--- config.mk ---
export PLATFORM = sky130hd
export DESIGN_NAME = dapc_access_check
export DESIGN_NICKNAME = d
export VERILOG_FILES = /design/src/rtl/dapc_pkg.sv /design/src/rtl/dapc_domain_sel.sv /design/src/rtl/dapc_perm_decode.sv /design/src/rtl/dapc_access_check.sv
export SDC_FILE = /design/constraint.sdc
export NUM_CORES = 1
export LEC_CHECK = 0
export ABC_CLOCK_PERIOD_IN_PS = 900
export CAP_MARGIN = 20
export CORE_MARGIN = 1
export CORE_UTILIZATION = 25
export DETAILED_ROUTE_END_ITERATION = 12
export GPL_ROUTABILITY_DRIVEN = 0
export GPL_TIMING_DRIVEN = 0
export PLACE_DENSITY = 0.72
export SETUP_SLACK_MARGIN = 0.3
export SLEW_MARGIN = 25
export SYNTH_ARGS = -nofsm -noshare
export SYNTH_HDL_FRONTEND = slang
export SYNTH_SLANG_ARGS = --single-unit
--- constraint.sdc ---
create_clock -name clk -period 0.9 [get_ports clk]
set_input_delay 0.09 -clock clk [delete_from_list [all_inputs] [get_ports clk]]
set_output_delay 0.09 -clock clk [all_outputs]
set_load 0.02 [all_outputs]
--- src/rtl/dapc_pkg.sv ---
package dapc_pkg;

    // Per-domain control field values
    typedef enum logic [1:0] {
        DOM_NOACC   = 2'b00,
        DOM_CLIENT  = 2'b01,
        DOM_RSVD    = 2'b10,
        DOM_MANAGER = 2'b11
    } dom_mode_e;

    // Fault code reported with an abort
    typedef enum logic [1:0] {
        FLT_NONE   = 2'b00,
        FLT_DOMAIN = 2'b01,
        FLT_PERM   = 2'b10,
        FLT_UNUSED = 2'b11
    } fault_e;

    // Rights granted by one set of permission bits
    typedef struct packed {
        logic priv_rd;
        logic priv_wr;
        logic user_rd;
        logic user_wr;
    } perm_t;

    // Registered response
    typedef struct packed {
        logic   valid;
        logic   allow;
        logic   abort;
        fault_e fault;
    } rsp_t;

endpackage

--- src/rtl/dapc_domain_sel.sv ---
module dapc_domain_sel
    import dapc_pkg::*;
#(
    parameter  int NUM_DOMAINS = 16,
    localparam int IDX_W       = $clog2(NUM_DOMAINS),
    localparam int DACR_W      = 2 * NUM_DOMAINS
) (
    input  logic [DACR_W-1:0] dacr,
    input  logic [IDX_W-1:0]  domain,
    output dom_mode_e         mode
);

    logic [1:0] field [NUM_DOMAINS];

    for (genvar g = 0; g < NUM_DOMAINS; g++) begin : g_field
        assign field[g] = dacr[2*g +: 2];
    end

    always_comb begin
        unique case (field[domain])
            2'b01:   mode = DOM_CLIENT;
            2'b11:   mode = DOM_MANAGER;
            default: mode = DOM_NOACC;   // 00 and reserved 10
        endcase
    end

endmodule

--- src/rtl/dapc_perm_decode.sv ---
module dapc_perm_decode
    import dapc_pkg::*;
(
    input  logic       apx,
    input  logic [1:0] ap,
    input  logic       ctl_s,
    input  logic       ctl_r,
    output perm_t      perm
);

    always_comb begin
        perm = '0;
        unique case ({apx, ap})
            3'b0_00: begin                  // override bits decide
                perm.priv_rd = ctl_r | ctl_s;
                perm.user_rd = ctl_r;
            end
            3'b0_01: begin
                perm.priv_rd = 1'b1;
                perm.priv_wr = 1'b1;
            end
            3'b0_10: begin
                perm.priv_rd = 1'b1;
                perm.priv_wr = 1'b1;
                perm.user_rd = 1'b1;
            end
            3'b0_11: perm = '1;
            3'b1_00: perm = '0;             // reserved
            3'b1_01: perm.priv_rd = 1'b1;
            default: begin                  // 1_10, 1_11: read-only for all
                perm.priv_rd = 1'b1;
                perm.user_rd = 1'b1;
            end
        endcase
    end

endmodule

--- src/rtl/dapc_access_check.sv ---
module dapc_access_check
    import dapc_pkg::*;
#(
    parameter  int NUM_DOMAINS = 16,
    localparam int IDX_W       = $clog2(NUM_DOMAINS),
    localparam int DACR_W      = 2 * NUM_DOMAINS
) (
    input  logic              clk,
    input  logic              rst_n,
    input  logic              req_valid,
    input  logic [IDX_W-1:0]  req_domain,
    input  logic              req_apx,
    input  logic [1:0]        req_ap,
    input  logic              req_write,
    input  logic              req_priv,
    input  logic [DACR_W-1:0] dacr,
    input  logic              ctl_s,
    input  logic              ctl_r,
    output logic              rsp_valid,
    output logic              rsp_allow,
    output logic              rsp_abort,
    output logic [1:0]        rsp_fault
);

    dom_mode_e mode;
    perm_t     perm;
    logic      granted;
    rsp_t      rsp_d, rsp_q;

    dapc_domain_sel #(.NUM_DOMAINS(NUM_DOMAINS)) i_domain_sel (
        .dacr   (dacr),
        .domain (req_domain),
        .mode   (mode)
    );

    dapc_perm_decode i_perm_decode (
        .apx   (req_apx),
        .ap    (req_ap),
        .ctl_s (ctl_s),
        .ctl_r (ctl_r),
        .perm  (perm)
    );

    always_comb begin
        if (req_priv) granted = req_write ? perm.priv_wr : perm.priv_rd;
        else          granted = req_write ? perm.user_wr : perm.user_rd;

        rsp_d = '0;
        if (req_valid) begin
            rsp_d.valid = 1'b1;
            unique case (mode)
                DOM_MANAGER: rsp_d.allow = 1'b1;
                DOM_CLIENT: begin
                    if (granted) begin
                        rsp_d.allow = 1'b1;
                    end else begin
                        rsp_d.abort = 1'b1;
                        rsp_d.fault = FLT_PERM;
                    end
                end
                default: begin
                    rsp_d.abort = 1'b1;
                    rsp_d.fault = FLT_DOMAIN;
                end
            endcase
        end
    end

    always_ff @(posedge clk or negedge rst_n) begin
        if (!rst_n) rsp_q <= '0;
        else        rsp_q <= rsp_d;
    end

    assign rsp_valid = rsp_q.valid;
    assign rsp_allow = rsp_q.allow;
    assign rsp_abort = rsp_q.abort;
    assign rsp_fault = rsp_q.fault;

    // a request yields a result in the next cycle
    p_latency_r8: assert property (@(posedge clk) disable iff (!rst_n)
        req_valid |=> rsp_valid);

    // an idle cycle leaves quiet outputs behind it
    p_idle_r8: assert property (@(posedge clk) disable iff (!rst_n)
        !req_valid |=> (!rsp_valid && !rsp_allow && !rsp_abort && rsp_fault == 2'b00));

    // manager domains always pass
    p_manager_r3: assert property (@(posedge clk) disable iff (!rst_n)
        (req_valid && mode == DOM_MANAGER) |=> rsp_allow);

    // no-access domains always raise a domain fault
    p_noacc_r2: assert property (@(posedge clk) disable iff (!rst_n)
        (req_valid && mode == DOM_NOACC) |=> (rsp_abort && rsp_fault == 2'b01));

    // exactly one verdict per result
    p_onehot_r10: assert property (@(posedge clk) disable iff (!rst_n)
        rsp_valid |-> $countones({rsp_allow, rsp_abort}) == 1);

    // fault code matches the verdict
    p_code_r10: assert property (@(posedge clk) disable iff (!rst_n)
        rsp_valid |-> (rsp_allow == (rsp_fault == 2'b00)));

    // a client denial reports a permission fault
    p_perm_r7: assert property (@(posedge clk) disable iff (!rst_n)
        (req_valid && mode == DOM_CLIENT && !granted) |=> (rsp_abort && rsp_fault == 2'b10));

endmodule

* Word-level counts from Yosys, hierarchy flattened
Cells that the tools add are included.
Storage, ports and cells: output and inout port bits 5, word-level logic and storage cells 35, bits in latches 0, memory bits (read-only) 0, bits in writable memories 0, input bits 46, memories kept 0, bits in registers 5
Cells by class: multipliers 0, order comparisons 1, mux-type cells 16, eq/ne operators 9, reductions and logical operators 3, bitwise operators 2, add/sub/neg operators 0, div/mod/pow operators 0, shift-type cells 0
Operators with widths (count):
- $bmux W2 S4 | 1
- $eq A3 B2 Y1 const B | 2
- $eq A3 B3 Y1 const B | 2
- $mux W1 | 6
- $pmux W1 S2 | 3
- $pmux W3 S2 | 1
- $reduce_or A3 Y1 | 2
- $ge A5 B5 Y1 const B | 1
- $mux W5 | 1
- $not A4 Y5 | 1
- $eq A2 B1 Y1 const B | 2
- $eq A2 B2 Y1 const B | 2
- $mux W2 | 2
- $pmux W2 S2 | 1
- $eq A3 B1 Y1 const B | 1
- $logic_not A3 Y1 | 1
- $mux W3 | 1
- $or A1 B1 Y1 | 1

* Logic depth before layout (Yosys ltp)
Gate-level depths: netlist (run 1).
word-level depth 9, depth in mapped cells 5

* Hierarchy
A second synthesis (run 1) with hierarchy kept.
Second synthesis, totals: cell total of the unflattened synthesis 44, area, all modules 518.0 um^2
Modules (own cells, without submodules):
- dapc_domain_sel | cells an instance 21, instances 1, seq. area each 0.0 um^2, area each 287.8 um^2
- dapc_access_check | cells an instance 15, instances 1, seq. area each 125.1 um^2, area each 195.2 um^2
- dapc_perm_decode | cells an instance 8, instances 1, seq. area each 0.0 um^2, area each 35.0 um^2

* Worst setup path after synthesis (run 1)
No wires, ideal clock.
kind input to register, start point input req_domain[0], end point register rsp_q, in the netlist rsp_fault[1], setup time 0.120 ns, arrival time 1.536 ns, stages 5, path buffers 1, required time 0.780 ns, slack -0.757 ns, cells stage by stage buf_6 mux4_2 mux4_2 and2_0 and4_1
RTL lines:
- start: declaration | line dapc_access_check.sv:11 | input logic [IDX_W-1:0] req_domain,
- end signal: assignment | line dapc_access_check.sv:71 | else rsp_q <= rsp_d;
- end: declaration | line dapc_access_check.sv:28 | rsp_t rsp_d, rsp_q;

==> results.sh, run 1 <==
export IMPL_overflow=0
export IMPL_seq_area_sq_um=125
export IMPL_ys_seq_area_share_pct=27.2
export IMPL_rsz0062_at_grt="true"
export IMPL_die_height_um=44.9
export IMPL_antenna_found_initial=0
export IMPL_h_tree_depth=1
export IMPL_worst_ep_arrival_time_ps=1460
export IMPL_ios=51
export IMPL_yosys_area_share_simple_pct=11.7
export IMPL_finalSetupTns_ps=-1440
export IMPL_dp_cells=108
export IMPL_final_util_pct=55.9
export IMPL_port_buffers=48
export IMPL_multi_input_area_sq_um=323
export IMPL_finalCritPeriodShare_pct=148
export IMPL_hold_viol=0
export IMPL_yosys_register_bits=5
export IMPL_violations="negative setup slack"
export IMPL_synthXorXnorAreaFrac_pct=0
export IMPL_cts_sinks=5
export IMPL_drive_gt1_share_pct=40.4
export IMPL_ant_nets=0
export IMPL_final_cell_mix="clkdlybuf4s50_1 (26), buf_2 (10), mux4_2 (8)"
export IMPL_hold_ws_ps=64.1
export IMPL_dr_pass1_iters=3
export IMPL_yosys_cell_types_count=21
export IMPL_final_cells=114
export IMPL_start_kind="input pin"
export IMPL_hold_class="in -> async"
export IMPL_hold_buffers=0
export IMPL_synth_top_family_by_area="multiplexers"
export IMPL_vias=527
export IMPL_vdd_drop_max_v=0.000369
export IMPL_synthMuxAreaShare_pct=45.7
export IMPL_path_max_fanout=3
export IMPL_setup_viol=4
export IMPL_stdcell_area_sq_um=965
export IMPL_grt_pass1_vias=541
export IMPL_drc=0
export IMPL_ys_warn_count=0
export IMPL_syn_num_nets=81
export IMPL_worst_pin_slew_ps=243
export IMPL_fillers=161
export IMPL_cp_required_ps=1020
export IMPL_ys_async_sr_fraction_pct=100
export IMPL_finalMaxSlewViolations=0
export IMPL_cts_tree="built"
export IMPL_grt_max_degree=10
export IMPL_die_area_sq_mm=0.00202
export IMPL_synth_top_flop_cell="dfrtp_1"
export IMPL_root_buffer="clkbuf_4"
export IMPL_cap_violations=0
export IMPL_pwr_density_cell_mw_per_mm2=948
export IMPL_grt_pass1_wl_um=2100
export IMPL_clkSlewWorstSetupHoldPaths_ps=40
export IMPL_avgRoutedWirePerCell_um=11.3
export IMPL_area_growth_pct=110
export IMPL_drt_vias_per_instance=4.62
export IMPL_synth_compound_area_share_pct=11.4
export IMPL_rows=15
export IMPL_cts_made_buffers=3
export IMPL_dpl_cell_area_sq_um=982
export IMPL_total_leakage_power_nw=0.418
export IMPL_synthAdderAreaFrac_pct=0
export IMPL_fmax_mhz=752
export IMPL_status="finished, violations left"
export IMPL_end_kind="flop"
export IMPL_synth_enable_flop_cells=0
export IMPL_postRouteWirelength_um=1290
export IMPL_start_util_pct=26.7
export IMPL_core_area_sq_mm=0.00173
export IMPL_antenna_cells=0
export IMPL_die_w_um=44.9
export IMPL_path_class="in -> reg"
export IMPL_avgSynthCellArea_sq_um=13.2
export IMPL_final_common_cell="clkdlybuf4s50_1"
export IMPL_relSlewSlack_pct=83.8
export IMPL_nets=136
export IMPL_synth_cells=35
export IMPL_synthesis_area_sq_um=460
export IMPL_cts_buffer_depth=2
export IMPL_worst_slack_ps=-430
export IMPL_fin_crit_ps=1330
export IMPL_track_usage_pct=14.3
export IMPL_drt_iter0_drc=5
==> flip-flops by register name (all words and copies together), names as in the netlist <==
name       flops
rsp_abort      1
rsp_allow      1
rsp_fault      2
rsp_valid      1
==> cell families after synthesis <==
kind of cell	after synthesis
buffers and inverters	3
multiplexers	11
AND/OR/NAND/NOR	9
AO/OA/AOI/OAI	7
flip-flops	5
==> final cells by class <==
class / instances / area share (%)
Multi-Input combinational cell: 27 / 33.5
Sequential cell: 5 / 13.0
Tap cell: 25 / 3.24
Buffer: 2 / 2.59
Clock buffer: 4 / 2.72
Timing Repair Buffer: 50 / 44.6
Inverter: 1 / 0.389
==> timing repair <==
action	CTS	global route
endpoints found under the setup margin	9	9
gates resized for setup	74	4
pin swaps	2	1
hold endpoints to repair	0	0
buffers inserted	2	0
==> cell usage after synthesis, types with 2 or more instances <==
cell type | count | area share (%)
dfrtp_1 | 5 | 27
mux2i_1 | 3 | 6.5
mux4_2 | 8 | 39
nand2_1 | 2 | 1.6
==> critical path: stages <==
cell and delay (ps):
clkdlybuf4s15_1 160, mux4_2 440, mux4_2 490, and2_0 140
and4_1 130
==> through the flow <==
step	total power, W	setup slack, ps
after floorplan	0.000428	-656
after global placement	0.000677	-951
after detailed placement	0.000684	-959
after CTS	0.000936	-450
after global routing	0.000977	-452
final	0.000914	-430
==> report_power, final <==
part	switching (W)	internal, W
Sequential	0.00000917	0.000247
Clock	0.0000856	0.000167
Combinational	0.000130	0.000276
Total	0.000225	0.000690
==> worst max path at each step <==
stage          slack, ps  cells past startpoint           end     startpoint
2_1_floorplan       -660                      5  rsp_fault[1]  req_domain[0]
3_3_place_gp        -950                      5  rsp_fault[1]       dacr[30]
3_5_place_dp        -960                      5  rsp_fault[1]       dacr[30]
4_1_cts             -450                      5  rsp_fault[1]  req_domain[0]
5_1_grt             -450                      5  rsp_fault[1]  req_domain[0]
6_report            -430                      5  rsp_fault[1]       dacr[12]
==> layer usage <==
layer	GRT usage, %	vias to the layer above	share of wire [%]
met5	0	-	0
met4	5.45	0	0
met3	3.60	0	12
met2	26.5	39	54
met1	15.5	232	34
li1	-	256	-
(Power assumes the default switching activity.)
==> inputs of run 2 (changes only) <==
ABC_CLOCK_PERIOD_IN_PS = 1650   (was 900)
clock period = 1.65 ns   (was 0.9 ns; I/O delays follow)
==> run 2 against run 1 <==
Against the previous run:
- the flow now finishes without violations
- cell count unchanged
- die area unchanged
- via count unchanged
==> results.sh, run 2 (synthesis gave the netlist of run 1 again) <==
export IMPL_status="complete, no violations"
export IMPL_drt_vias_per_instance=4.62
export IMPL_finalMaxSlewViolations=0
export IMPL_hold_buffers=0
export IMPL_antenna_cells=0
export IMPL_clkSlewWorstSetupHoldPaths_ps=40
export IMPL_start_util_pct=26.7
export IMPL_die_height_um=44.9
export IMPL_cts_made_buffers=3
export IMPL_track_usage_pct=14.4
export IMPL_hold_class="in -> async"
export IMPL_fin_crit_ps=1410
export IMPL_postRouteWirelength_um=1290
export IMPL_fillers=165
export IMPL_final_util_pct=55.7
export IMPL_grt_pass1_wl_um=2110
export IMPL_nets=136
export IMPL_drt_iter0_drc=5
export IMPL_cts_sinks=5
export IMPL_grt_pass1_vias=545
export IMPL_relSlewSlack_pct=83.8
export IMPL_dr_pass1_iters=3
export IMPL_finalCritPeriodShare_pct=85.2
export IMPL_fmax_mhz=711
export IMPL_overflow=0
export IMPL_pwr_density_cell_mw_per_mm2=514
export IMPL_avgRoutedWirePerCell_um=11.3
export IMPL_port_buffers=48
export IMPL_total_leakage_power_nw=0.420
export IMPL_grt_max_degree=10
export IMPL_die_w_um=44.9
export IMPL_cts_buffer_depth=2
export IMPL_path_max_fanout=3
export IMPL_start_kind="input pin"
export IMPL_cap_violations=0
export IMPL_die_area_sq_mm=0.00202
export IMPL_rsz0062_at_grt="true"
export IMPL_vias=527
export IMPL_antenna_found_initial=0
export IMPL_area_growth_pct=109
export IMPL_h_tree_depth=1
export IMPL_root_buffer="clkbuf_4"
export IMPL_drc=0
export IMPL_cp_required_ps=1780
export IMPL_drive_gt1_share_pct=34.8
export IMPL_largest_register_ffs=2
export IMPL_final_cell_mix="clkdlybuf4s50_1 (30), buf_2 (10), mux4_2 (8), clkbuf_2 (5), dfrtp_1 (5)"
export IMPL_ios=51
export IMPL_final_common_cell="clkdlybuf4s50_1"
export IMPL_setup_viol=0
export IMPL_cts_tree="built"
export IMPL_vdd_drop_max_v=0.000199
export IMPL_worst_pin_slew_ps=243
export IMPL_ant_nets=0
export IMPL_worst_ep_arrival_time_ps=1530
export IMPL_rows=15
export IMPL_path_class="in -> reg"
export IMPL_core_area_sq_mm=0.00173
export IMPL_finalPower_w=0.000494
export IMPL_hold_ws_ps=138
export IMPL_end_kind="flop"
export IMPL_hold_viol=0
-- run 2: cell types whose count changed in the layout (fill, tap and decap cells not counted), sizes merged --
cell,previous run,this run
clkdlybuf4s50,26,30
buf,18,13
dlymetal6s2s,0,1
-- run 2: worst paths after layout --
check	from	to	slack, ps	depth (start not counted)
setup / recovery	dacr[12]	rsp_fault[1]	240	5
hold / removal	rst_n	rsp_allow	140	1
max in group asynchronous	rst_n	rsp_fault[0]	1340	1
min in group clk	req_domain[2]	rsp_allow	490	4
-- run 2: per-layer routing --
layer / share of wire (%) / vias up / GRT usage [%] / routed length (um)
li1: - / 256 / - / -
met1: 34 / 232 / 15.5 / 436
met2: 54 / 39 / 26.8 / 704
met3: 12 / 0 / 3.60 / 152
met4: 0 / 0 / 5.45 / 0
met5: 0 / - / 0 / 0
-- run 2: timing repair --
action / 4_1_cts / 5_1_grt
pin swaps: 1 / 1
resized for setup: 43 / 6
endpoints found under the setup margin: 4 / 4
buffers inserted: 2 / 0
hold endpoints to repair: 0 / 0
-- run 2: area by class of cell --
cell class / count / area [sq um] / area share, %
repair buffers: 50 / 427 / 44.4
clock buffers: 4 / 26.3 / 2.73
multi-input cells: 27 / 323 / 33.6
plain buffers: 2 / 25.0 / 2.60
flip-flops and latches: 5 / 125 / 13.0
inverters: 1 / 3.75 / 0.391
well taps: 25 / 31.3 / 3.26
-- run 2: power by group --
part	leakage (nW)	internal (W)	total (W)	switching (W)
Sequential	0.0638	0.000134	0.000137	0.00000274
Combinational	0.341	0.000148	0.000219	0.0000710
Clock	0.0150	0.0000912	0.000138	0.0000466
Total	0.420	0.000373	0.000494	0.000120
-- run 2: worst max-delay path: stages --
cell	delay [ps]
clkdlybuf4s15_1	160
mux4_2	440
mux4_2	490
and2_0	140
and4_1	130
-- run 2: stage by stage --
step | std cells | setup WS, ps | area [sq um] | TNS [ps]
3_5_place_dp | 108 | -284 | 982 | -841
3_3_place_gp | 108 | -276 | 982 | -784
5_1_grt | 114 | 222 | 961 | 0
2_1_floorplan | 35 | 18.5 | 470 | 0
6_report | 114 | 244 | 961 | 0
4_1_cts | 114 | 224 | 972 | 0
